File: config.mk
export PLATFORM = sky130hd
export DESIGN_NAME = rstk_top
export DESIGN_NICKNAME = d
export VERILOG_FILES = /design/src/rtl/rstk_pkg.sv /design/src/rtl/rstk_ptr.sv /design/src/rtl/rstk_regfile.sv /design/src/rtl/rstk_top.sv
export SDC_FILE = /design/constraint.sdc
export NUM_CORES = 1
export LEC_CHECK = 0
export ABC_AREA = 1
export BUFFER_PORTS_ARGS = -buffer_cell sky130_fd_sc_hd__buf_2
export CAP_MARGIN = 20
export CORE_ASPECT_RATIO = 0.8
export CORE_UTILIZATION = 36
export CTS_BUF_LIST = sky130_fd_sc_hd__clkbuf_4
export DETAILED_ROUTE_END_ITERATION = 7
export PLACE_DENSITY = 0.57
export RECOVER_POWER = 25
export SLEW_MARGIN = 10
export SYNTH_ARGS = -nofsm -noshare
export SYNTH_HDL_FRONTEND = slang
export SYNTH_SLANG_ARGS = --single-unit
File: constraint.sdc
create_clock -name clk -period 3.5 [get_ports clk]
set_input_delay 0.35 -clock clk [delete_from_list [all_inputs] [get_ports clk]]
set_output_delay 0.35 -clock clk [all_outputs]
set_load 0.02 [all_outputs]
File: src/rtl/rstk_pkg.sv
package rstk_pkg;

    typedef enum logic [1:0] {
        RSTK_IDLE = 2'd0,
        RSTK_PUSH = 2'd1,
        RSTK_POP  = 2'd2
    } rstk_op_e;

    // push has priority over pop
    function automatic rstk_op_e rstk_decode(input logic push, input logic pop);
        if (push)
            return RSTK_PUSH;
        else if (pop)
            return RSTK_POP;
        else
            return RSTK_IDLE;
    endfunction

endpackage

File: src/rtl/rstk_ptr.sv
module rstk_ptr
    import rstk_pkg::*;
#(
    parameter int DEPTH = 16,
    localparam int PTR_W = $clog2(DEPTH)
) (
    input  logic             clk,
    input  logic             rst_n,
    input  rstk_op_e         op_i,
    output logic [PTR_W-1:0] wr_idx_o,
    output logic [PTR_W-1:0] rd_idx_o,
    output logic             pop_vld_o
);

    typedef struct packed {
        logic [PTR_W-1:0] ptr;
        logic             vld;
    } ptr_st_t;

    ptr_st_t st_d, st_q;

    always_comb begin
        st_d     = st_q;
        st_d.vld = 1'b0;
        case (op_i)
            RSTK_PUSH: st_d.ptr = st_q.ptr + 1'b1;
            RSTK_POP: begin
                st_d.ptr = st_q.ptr - 1'b1;
                st_d.vld = 1'b1;
            end
            default: ;
        endcase
    end

    always_ff @(posedge clk or negedge rst_n) begin
        if (!rst_n)
            st_q <= '0;
        else
            st_q <= st_d;
    end

    assign wr_idx_o  = st_q.ptr;
    assign rd_idx_o  = st_q.ptr - 1'b1;
    assign pop_vld_o = st_q.vld;

endmodule

File: src/rtl/rstk_regfile.sv
module rstk_regfile #(
    parameter int WIDTH = 49,
    parameter int DEPTH = 16,
    localparam int PTR_W = $clog2(DEPTH)
) (
    input  logic             clk,
    input  logic             rst_n,
    input  logic             we_i,
    input  logic [PTR_W-1:0] waddr_i,
    input  logic [WIDTH-1:0] wdata_i,
    input  logic             re_i,
    input  logic [PTR_W-1:0] raddr_i,
    output logic [WIDTH-1:0] rdata_o
);

    logic [WIDTH-1:0] ent_d [DEPTH];
    logic [WIDTH-1:0] ent_q [DEPTH];
    logic [WIDTH-1:0] rd_d, rd_q;

    always_comb begin
        for (int i = 0; i < DEPTH; i++)
            ent_d[i] = ent_q[i];
        if (we_i)
            ent_d[waddr_i] = wdata_i;
        rd_d = re_i ? ent_q[raddr_i] : rd_q;
    end

    // storage is deliberately not reset
    always_ff @(posedge clk) begin
        for (int i = 0; i < DEPTH; i++)
            ent_q[i] <= ent_d[i];
    end

    always_ff @(posedge clk or negedge rst_n) begin
        if (!rst_n)
            rd_q <= '0;
        else
            rd_q <= rd_d;
    end

    assign rdata_o = rd_q;

endmodule

File: src/rtl/rstk_top.sv
module rstk_top
    import rstk_pkg::*;
#(
    parameter int WIDTH = 49,
    parameter int DEPTH = 16
) (
    input  logic             clk,
    input  logic             rst_n,
    input  logic             push_i,
    input  logic [WIDTH-1:0] push_data_i,
    input  logic             pop_i,
    output logic [WIDTH-1:0] pop_data_o,
    output logic             pop_valid_o
);

    localparam int PTR_W = $clog2(DEPTH);

    rstk_op_e         op;
    logic [PTR_W-1:0] wr_idx;
    logic [PTR_W-1:0] rd_idx;

    assign op = rstk_decode(push_i, pop_i);

    rstk_ptr #(.DEPTH(DEPTH)) u_ptr (
        .clk       (clk),
        .rst_n     (rst_n),
        .op_i      (op),
        .wr_idx_o  (wr_idx),
        .rd_idx_o  (rd_idx),
        .pop_vld_o (pop_valid_o)
    );

    rstk_regfile #(.WIDTH(WIDTH), .DEPTH(DEPTH)) u_rf (
        .clk     (clk),
        .rst_n   (rst_n),
        .we_i    (op == RSTK_PUSH),
        .waddr_i (wr_idx),
        .wdata_i (push_data_i),
        .re_i    (op == RSTK_POP),
        .raddr_i (rd_idx),
        .rdata_o (pop_data_o)
    );

endmodule

# After elaboration in Yosys (flattened, before gate mapping)
# Memories as Yosys holds them, arrays and structs flattened. A register that Yosys moved wholly into a read port is not among the register bits.
# Index checks and enable logic that the tools add are counted.
[classes]
add_sub_neg = 2
n_lt_le_gt_ge = 2
eq_ne = 2
muxes = 8
n_bitwise = 1
n_reduce_logical = 3
[ops]
columns = ["op", "count"]
rows = [
  ["bitwise mux 784 bit", 1],
  ["2-to-1 mux 784 bit", 1],
  ["demux 49 bit (select 4 bit)", 1],
  ["2-to-1 mux 49 bit", 1],
  ["one-hot mux 4 bit (2 select lines)", 1],
  [">= comparator 5 bit (second input constant)", 1],
  ["< comparator 5 x 1 -> 1 bit (second input constant)", 1],
  ["inverter 4 -> 5 bit", 1],
  ["adder 4 x 1 -> 4 bit (second input constant)", 1],
  ["2-to-1 mux 2 bit", 2],
  ["subtractor 4 x 1 -> 4 bit (second input constant)", 1],
  ["equality test 2 x 1 -> 1 bit (second input constant)", 1],
  ["equality test 2 bit (second input constant)", 1],
  ["nonzero test 2 bit", 1],
  ["logical AND 1 bit", 1],
  ["zero test 1 bit", 1],
  ["2-to-1 mux 1 bit", 1],
]
[totals]
reg_bits = 5
ramBits = 784
in_bits = 53
output_inout_bits = 50
elab_cells = 21
memories = 1
[memory_table]
columns = ["memory", "words", "word_bits", "rd", "rd_clocked_by_memory_dff", "wr", "line_no", "rtl"]
rows = [
  ["u_rf.ent_q", 16, 49, 17, 1, 16, "rstk_regfile.sv:17", "logic [WIDTH-1:0] ent_q [DEPTH];"],
]

# Longest topological paths before layout
# Gate-level depths: netlist of run 1.
[depth]
ltp_word = 7
depth_mapped = 16
ltp_nobuf = 11

# By module
# From an unflattened synthesis of run 1, not the netlist that was laid out.
[hier_totals]
cells_unflattened = 2848
hier_area_um2 = 33986.3
[by_module_without_submodules]
columns = ["mod", "n_inst", "cells_each", "area_each_um2", "seq_area_each_um2"]
rows = [
  ["rstk_regfile", 1, 2803, 33649.8, 24768.8],
  ["rstk_ptr", 1, 42, 325.3, 125.1],
  ["rstk_top", 1, 3, 11.3, 0.0],
]

# Least setup slack after synthesis of run 1
# OpenSTA, ideal clock, no wires.
[synth_timing]
path_kind = "register to register"
from = "register u_ptr.wr_idx_o[0] (netlist name)"
to = "memory u_rf.ent_q[14][0], enable pin"
t_arrival_ps = 3293
required_ps = 3044
setup_slack_ps = -249
stages_incl_launch_ff = 8
n_path_buf = 3
synth_period_minus_slack_ps = 3749
path_cell_list = "dfrtp_1 buf_2 inv_2 buf_2 buf_4 ha_1 nand2_1 nor2_1"
[synth_lines]
columns = ["item", "line_no"]
rows = [
  ["end, declared", "rstk_regfile.sv:17"],
]

# Worst setup path in the final report of run 1
[layout_timing]
from = "register u_ptr.st_q, in the netlist u_ptr.wr_idx_o[0]"
to = "register u_rf.rd_q[23], in the netlist u_rf.rdata_o[23], read port of u_rf.ent_q"
[layout_via]
elab_chain_cells = 1
[layout_lines]
columns = ["item", "line_no", "rtl"]
rows = [
  ["start, declared", "rstk_ptr.sv:20", "ptr_st_t st_d, st_q;"],
  ["start signal, assigned", "rstk_ptr.sv:39", "st_q <= st_d;"],
  ["subtractor 4 x 1 -> 4 bit", "rstk_ptr.sv:43", "assign rd_idx_o = st_q.ptr - 1'b1;"],
  ["end, declared", "rstk_regfile.sv:18", "logic [WIDTH-1:0] rd_d, rd_q;"],
]
# No other way between the ends.
# A chain may end at the register's enable or synchronous reset.

==> flow_summary.yaml, run 1 <==
outcome:
  status: "complete, but fails checks"
  violations: "DRC"
worst_setup_path:
  worstSetupPathType: "reg2reg"
  cpPeakStageDelay_ns: 0.57
  crit_family: "buffers and inverters"
  cp-start-kind: "flip-flop"
  cp_max_fo: 179
  worstPathRequired_ns: 4.49
  crit_arrival_ns: 3.66
  worstPathCellList: "buf_4 > buf_12 > nand2_1 > nand3_1 > nand3_1 > nand2_1 > nand2_1 > nand2_1 > nand2_1 > nand2_1"
  crit_slowest_cell: "buf_12"
  crit_buf_inv: 2
  cp-end-kind: "flip-flop"
  cpMostUsedCell: "nand2_1"
power:
  ir_drop_mv: 0.747
  p_per_area_nw_per_um2: 901
  p_leak_uw: 0.0147
detailed_routing:
  drc_errors: 5
  wl_um: 89300
  via_per_inst: 4.92
  drt-initial-drc-count: 1911
  dr_total_vias: 22069
  wire_per_inst_um: 19.9
  first_pass_iters: 8
  detail-route-antenna-nets: 0
timing:
  setup_viol: 0
  period_minus_slack_ns: 2.67
  rsz0062_at_grt: "no"
  fin_ws_ns: 0.830
  tightest_slew_ns: 1.15
  fmax_mhz: 374
  slew_violations: 0
  maxSlewHeadroom_pct: 23.5
  finalCritPeriodShare_pct: 76.3
  hold_viol: 0
  skew_ns: 0.0666
synthesis:
  ys_ff_latch: 838
  synth.distinct_cells: 21
  synth_top_area_share_pct: 70.4
  synth-seq-area-share_pct: 74.4
  synth_warnings: 0
  yosysTopAreaCell: "edfxtp_1"
  syn_avg_cell_area_um2: 11.8
  synthTopCellsByArea: "edfxtp_1 70%, nand2_1 13%, nand3_1 8.8%, dfrtp_1 4.0%, buf_2 1.6%"
  netlist_instances: 2834
  synth_fp_nets: 2892
  syn_area_um2: 33400
finish:
  final_cell_mix: "1192 x nand2_1, 784 x edfxtp_1, 589 x nand3_1"
  syn_to_final_growth_pct: 15.6
  finalInstanceArea_um2: 38600
  layout_commonest_cell: "nand2_1"
  drive_gt1_share_pct: 15.3
  final_nets: 3152
clock_tree:
  clock-sinks: 838
  ctsHtreeMaxLevel: 4
  cts_tree: "yes"
  root_buffer: "clkbuf_4"
  cts_hold_buf: 55
  cts_buffers: 213
  cts_resized: 0
  cts_setup_buffers: 0
  clkTransAtPathRegs_ns: 0.06
  worstSkewPairLatency_ns: 1.07
  clockBufferDepth: 3
placed_design:
  placedInstanceArea_um2: 35300
  hpwl_um: 42800
  port_buffers: 102
  place.gp.congestion: 0.731
  place_ws_ns: 0.871
grt:
  grt_util_all_layers_pct: 19.1
  grt_max_degree: 223
  first_global_vias: 21517
  antenna_found_initial: 4
  grt_pass1_wl_um: 134000
  overflow: 0
floorplan:
  rows: 99
  die_w_um: 343
  start_util_pct: 36.5
  fp.dieH_um: 275
  coreArea_um2: 91500
  io_pins: 103
  die-area_um2: 94100
flow_run:
  drv_cap: 0
worst_hold_path:
  hold_class: "in2reg"
where the power goes:
group          switching (µW)  internal [µW]
Combinational           10000           3990
Clock                    3960           4320
Sequential                396          12100
Total                   14400          20400
synthesized netlist by cell type:
| library cell | number |
|---|---|
| buf_2 | 105 |
| xor2_1 | 2 |
| nand3_1 | 589 |
| nor2_1 | 17 |
| o21ai_0 | 1 |
| edfxtp_1 | 784 |
| xor2_2 | 1 |
| buf_6 | 1 |
| dfrtp_1 | 54 |
| inv_2 | 4 |
| buf_4 | 23 |
| inv_1 | 5 |
| nand4_1 | 1 |
| nand2_1 | 1193 |
| clkbuf_1 | 35 |
| nand3_2 | 1 |
| o211ai_1 | 2 |
| clkinv_1 | 1 |
| ha_1 | 5 |
| buf_1 | 8 |
| nand2_2 | 2 |
worst paths after layout:
check / start / to / slack, ns / cells after the start
max: u_ptr.wr_idx_o[0] / u_rf.rdata_o[23] / 0.83 / 10
min: push_data_i[22] / u_rf.ent_q[9][22] / 0.26 / 2
max reg2reg: u_ptr.wr_idx_o[0] / u_rf.rdata_o[23] / 0.83 / 10
min reg2reg: u_rf.rdata_o[31] / u_rf.rdata_o[31] / 0.47 / 2
max in group asynchronous: rst_n / u_ptr.wr_idx_o[0] / 2.65 / 4
min in group asynchronous: rst_n / u_rf.rdata_o[11] / 0.52 / 4
flip-flops by register name (all words and copies together), names as in the netlist:
register	flops
u_rf.ent_q	784
u_rf.rdata_o	49
u_ptr.wr_idx_o	4
u_ptr.pop_vld_o	1
per-layer routing:
metal  global-route usage [%]  routed length (µm)  vias up
met5                        0                  10        -
met4                     5.83                1280        2
met3                     3.66                5770      110
met2                     29.6               40800      718
met1                     27.1               41500    10712
li1                         -                   -    10527
stage by stage:
step	total power (µW)	std cells	setup TNS [ns]	hold slack [ns]	util, %
floorplan	22300	2834	-96.51	0.0544	-
global placement	26700	4036	0	0.460	38.6
detailed placement	26800	4036	0	0.460	38.6
CTS	35200	4483	0	0.0927	42.3
global route	37300	4489	0	0.211	42.2
finish	34800	4489	0	0.263	42.2
kinds of logic after synthesis:
group	share of synthesized area, %
simple gates	22.5
flops	74.4
buf+inv	2.72
fa+ha+maj	0.187
compound gates	0.0598
xor+xnor	0.101
cell type report:
| type | instances | area [µm²] |
|---|---|---|
| Antenna cell | 6 | 15.0 |
| Clock buffer | 332 | 2490 |
| Clock inverter | 60 | 278 |
| Fill cell | 8645 | 52900 |
| Inverter | 10 | 52.6 |
| Multi-Input combinational cell | 1814 | 7800 |
| Sequential cell | 838 | 24900 |
| Tap cell | 1212 | 1520 |
| Timing Repair Buffer | 217 | 1600 |
Power figures use the tool's default switching activity.
==> run 2, diff against run 1 <==
--- a/config.mk
+++ b/config.mk
@@ -5,7 +5,7 @@
 export SDC_FILE = /design/constraint.sdc
 export NUM_CORES = 1
 export LEC_CHECK = 0
-export ABC_AREA = 1
+export ABC_AREA = 0
 export BUFFER_PORTS_ARGS = -buffer_cell sky130_fd_sc_hd__buf_2
 export CAP_MARGIN = 20
 export CORE_ASPECT_RATIO = 0.8
==> constraint.sdc (replaced) <==
create_clock -name clk -period 2.3 [get_ports clk]
set_input_delay 0.23 -clock clk [delete_from_list [all_inputs] [get_ports clk]]
set_output_delay 0.23 -clock clk [all_outputs]
set_load 0.02 [all_outputs]
==> run 2 against run 1 <==
  * The flow now finishes without violations
  * Utilization increased by 1.7 points
  * Synthesized cell count decreased by 47%
  * First-iteration DRC count decreased by 37%
  * Total power increased by 42%
  * Non-clock buffer count increased by 44
  * Sequential power increased by 54%
  * Sequential cell count unchanged
  * Routed wire length decreased by 12%
  * Global-route usage decreased by 1.0 points
  * Fmax increased by 20%
  * Area after synthesis decreased by 4.8%
  * Critical path type unchanged
  * Largest cell class unchanged
==> flow_summary.yaml, run 2 <==
worst_setup_path:
  worstPathCellList: "inv_8 > ha_4 > buf_12 > buf_16 > mux4_2 > nand2_1 > nand2_1 > a221o_1"
  cpMostUsedCell: "nand2_1"
  r2r-start: "u_ptr.wr_idx_o[0]"
  crit_arrival_ns: 3.13
  crit_slowest_cell: "dfrtp_4"
  r2r-end: "u_rf.rdata_o[19]"
  cp_max_fo: 26
  r2r_setup_slack_ns: 0.07
  cp-end-kind: "flip-flop"
  worstSetupPathType: "reg2reg"
  worstPathRequired_ns: 3.20
  reg2reg_depth: 8
  cpPeakStageDelay_ns: 0.51
  cp-start-kind: "flip-flop"
finish:
  largest_reg_flops: 784
  finalInstanceArea_um2: 38400
  drive_gt1_share_pct: 35.1
  syn_to_final_growth_pct: 20.7
  layout_commonest_cell: "edfxtp_1"
  regMostFlops: "u_rf.ent_q"
  final_cell_mix: "784 x edfxtp_1, 318 x clkbuf_4, 250 x nand2_1"
  fill_cells: 7566
  final_nets: 1949
synthesis:
  synth-seq-area-share_pct: 78.2
  synth-async-reset-ratio_pct: 6.44
  yosysMostFrequentCell: "edfxtp_1"
  synthTopCellsByCount: "784 x edfxtp_1, 252 x nand2_1, 196 x mux4_2"
  synthFlopType: "edfxtp_1"
  syn_area_um2: 31800
  synth-edff-count: 784
  synth_warnings: 0
  synth.distinct_cells: 27
  syn_avg_cell_area_um2: 21.1
  synthTopCellsByArea: "edfxtp_1 74%, mux4_2 14%, dfrtp_1 4.2%, nand2_1 3.0%, a221o_1 1.5%"
  synth_top_area_share_pct: 74.0
  netlist_instances: 1509
  synth_fp_nets: 1567
  ys_ff_latch: 838
  yosysTopAreaCell: "edfxtp_1"
timing:
  fmax_mhz: 449
  hold_viol: 0
  setup_viol: 0
  finalCritPeriodShare_pct: 96.8
  slew_violations: 0
  fin_ws_ns: 0.0737
  maxSlewHeadroom_pct: 53.4
  rsz0062_at_grt: "yes"
  period_minus_slack_ns: 2.23
  skew_ns: 0.0532
  tightest_slew_ns: 0.699
  setup_tns_ns: 0
clock_tree:
  clockBufferDepth: 3
  root_buffer: "clkbuf_4"
  ctsHtreeMaxLevel: 4
  cts_setup_buffers: 0
  worstSkewPairLatency_ns: 1.04
  clock-sinks: 838
  cts_buffers: 203
  clkTransAtPathRegs_ns: 0.07
  cts_tree: "yes"
flow_run:
  drv_cap: 0
placed_design:
  port_buffers: 102
  place_ws_ns: 0.0928
  placedInstanceArea_um2: 34900
  place.gp.congestion: 0.708
  hpwl_um: 41100
power:
  ir_drop_mv: 1.04
  p_leak_uw: 0.0130
  p_per_area_nw_per_um2: 1290
grt:
  overflow: 0
  grt_pass1_wl_um: 116000
  grt_util_all_layers_pct: 18.0
  first_global_vias: 17499
  grt_max_degree: 55
  antenna_found_initial: 8
floorplan:
  start_util_pct: 36.4
  io_pins: 103
  rows: 97
  die-area_um2: 89600
  coreArea_um2: 87500
  die_w_um: 334
  fp.dieH_um: 268
detailed_routing:
  first_pass_iters: 5
  dr_total_vias: 16458
  drt-initial-drc-count: 1203
  wl_um: 78900
  drc_errors: 0
  detail-route-antenna-nets: 0
  via_per_inst: 5.05
  wire_per_inst_um: 24.2
worst_hold_path:
  whs_endpoint: "u_rf.ent_q[3][34]"
  hold_depth: 2
  hold_class: "in2reg"
  worstHoldStart: "push_data_i[34]"
outcome:
  status: "complete, no violations"
run 2: cell count changes in the layout (fill, tap and decap cells not counted), sizes merged, moves of 5 or more:
cell / change
a221o: +49
buf: +35
nand2: -943
clkinv: -7
bufinv: +6
dlygate4sd3: +16
nor3: +5
clkbuf: -21
mux4: +196
a21boi: +50
nand3: -590
inv: -7
run 2: worst max-delay path: cells and delay by family, from the launching register on:
kind / cells / cell delay [ns]
AO/OA/AOI/OAI: 1 / 0.31
adder cells (fa/ha/maj): 1 / 0.32
buffers and inverters: 3 / 0.42
flip-flops: 1 / 0.51
multiplexers: 1 / 0.33
AND/OR/NAND/NOR: 2 / 0.16
run 2: cells by family after synthesis:
family,Yosys count,synth area share (%)
flops,838,78.2
simple gates,275,3.32
mux,196,13.9
compound gates,103,2.82
buf+inv,87,1.45
xor+xnor,5,0.138
fa+ha+maj,5,0.197
run 2: worst max path at each step:
stage                      start          endpoint  slack (ns)  cells past startpoint
2_1_floorplan  u_ptr.wr_idx_o[0]  u_rf.ent_q[2][0]       -0.45                      7
3_3_place_gp   u_ptr.wr_idx_o[0]  u_rf.rdata_o[22]        0.12                      6
3_5_place_dp   u_ptr.wr_idx_o[0]  u_rf.rdata_o[21]        0.09                      6
4_1_cts        u_ptr.wr_idx_o[0]  u_rf.rdata_o[21]        0.05                      6
5_1_grt        u_ptr.wr_idx_o[0]  u_rf.rdata_o[19]       -0.02                      8
6_report       u_ptr.wr_idx_o[0]  u_rf.rdata_o[19]        0.07                      8
run 2: power breakdown:
group | switching, µW | internal (µW) | total (µW)
clock | 5880 | 6970 | 12800
combinational | 9730 | 7820 | 17500
sequential | 696 | 18500 | 19200
total | 16300 | 33300 | 49600
run 2: final cells by class:
type                    instances  area (µm²)  share of cell area [%]
well taps                    1188        1490                    3.87
clock buffers                 318        2390                    6.21
clock inverters                59         415                    1.08
flip-flops and latches        838       24900                    64.8
inverters                       3        18.8                  0.0489
diodes                          5        12.5                  0.0326
repair buffers                261        2490                    6.48
multi-input cells             584        6710                    17.5
run 2: what timing repair did:
action,CTS,global route
endpoints found under the hold margin,1309,0
hold buffers,71,0
resized for setup,0,2
endpoints found under the setup margin,0,4
run 2: per-layer routing:
metal	share of wire, %	vias up	GRT usage [%]
met5	0.046	-	0
li1	-	7082	-
met3	6.1	121	3.89
met4	1.4	6	5.80
met1	44	8714	24.9
met2	48	535	28.6
run 2: metrics by stage:
step	utilization (%)	hold WS, ns	power [µW]	cells
after floorplan	-	-0.0656	31100	1509
after global placement	39.9	0.242	37100	2803
after detailed placement	39.9	0.241	37300	2803
after CTS	43.9	0.000903	50400	3251
after global routing	43.9	0.116	52400	3256
final	43.9	0.194	49600	3256
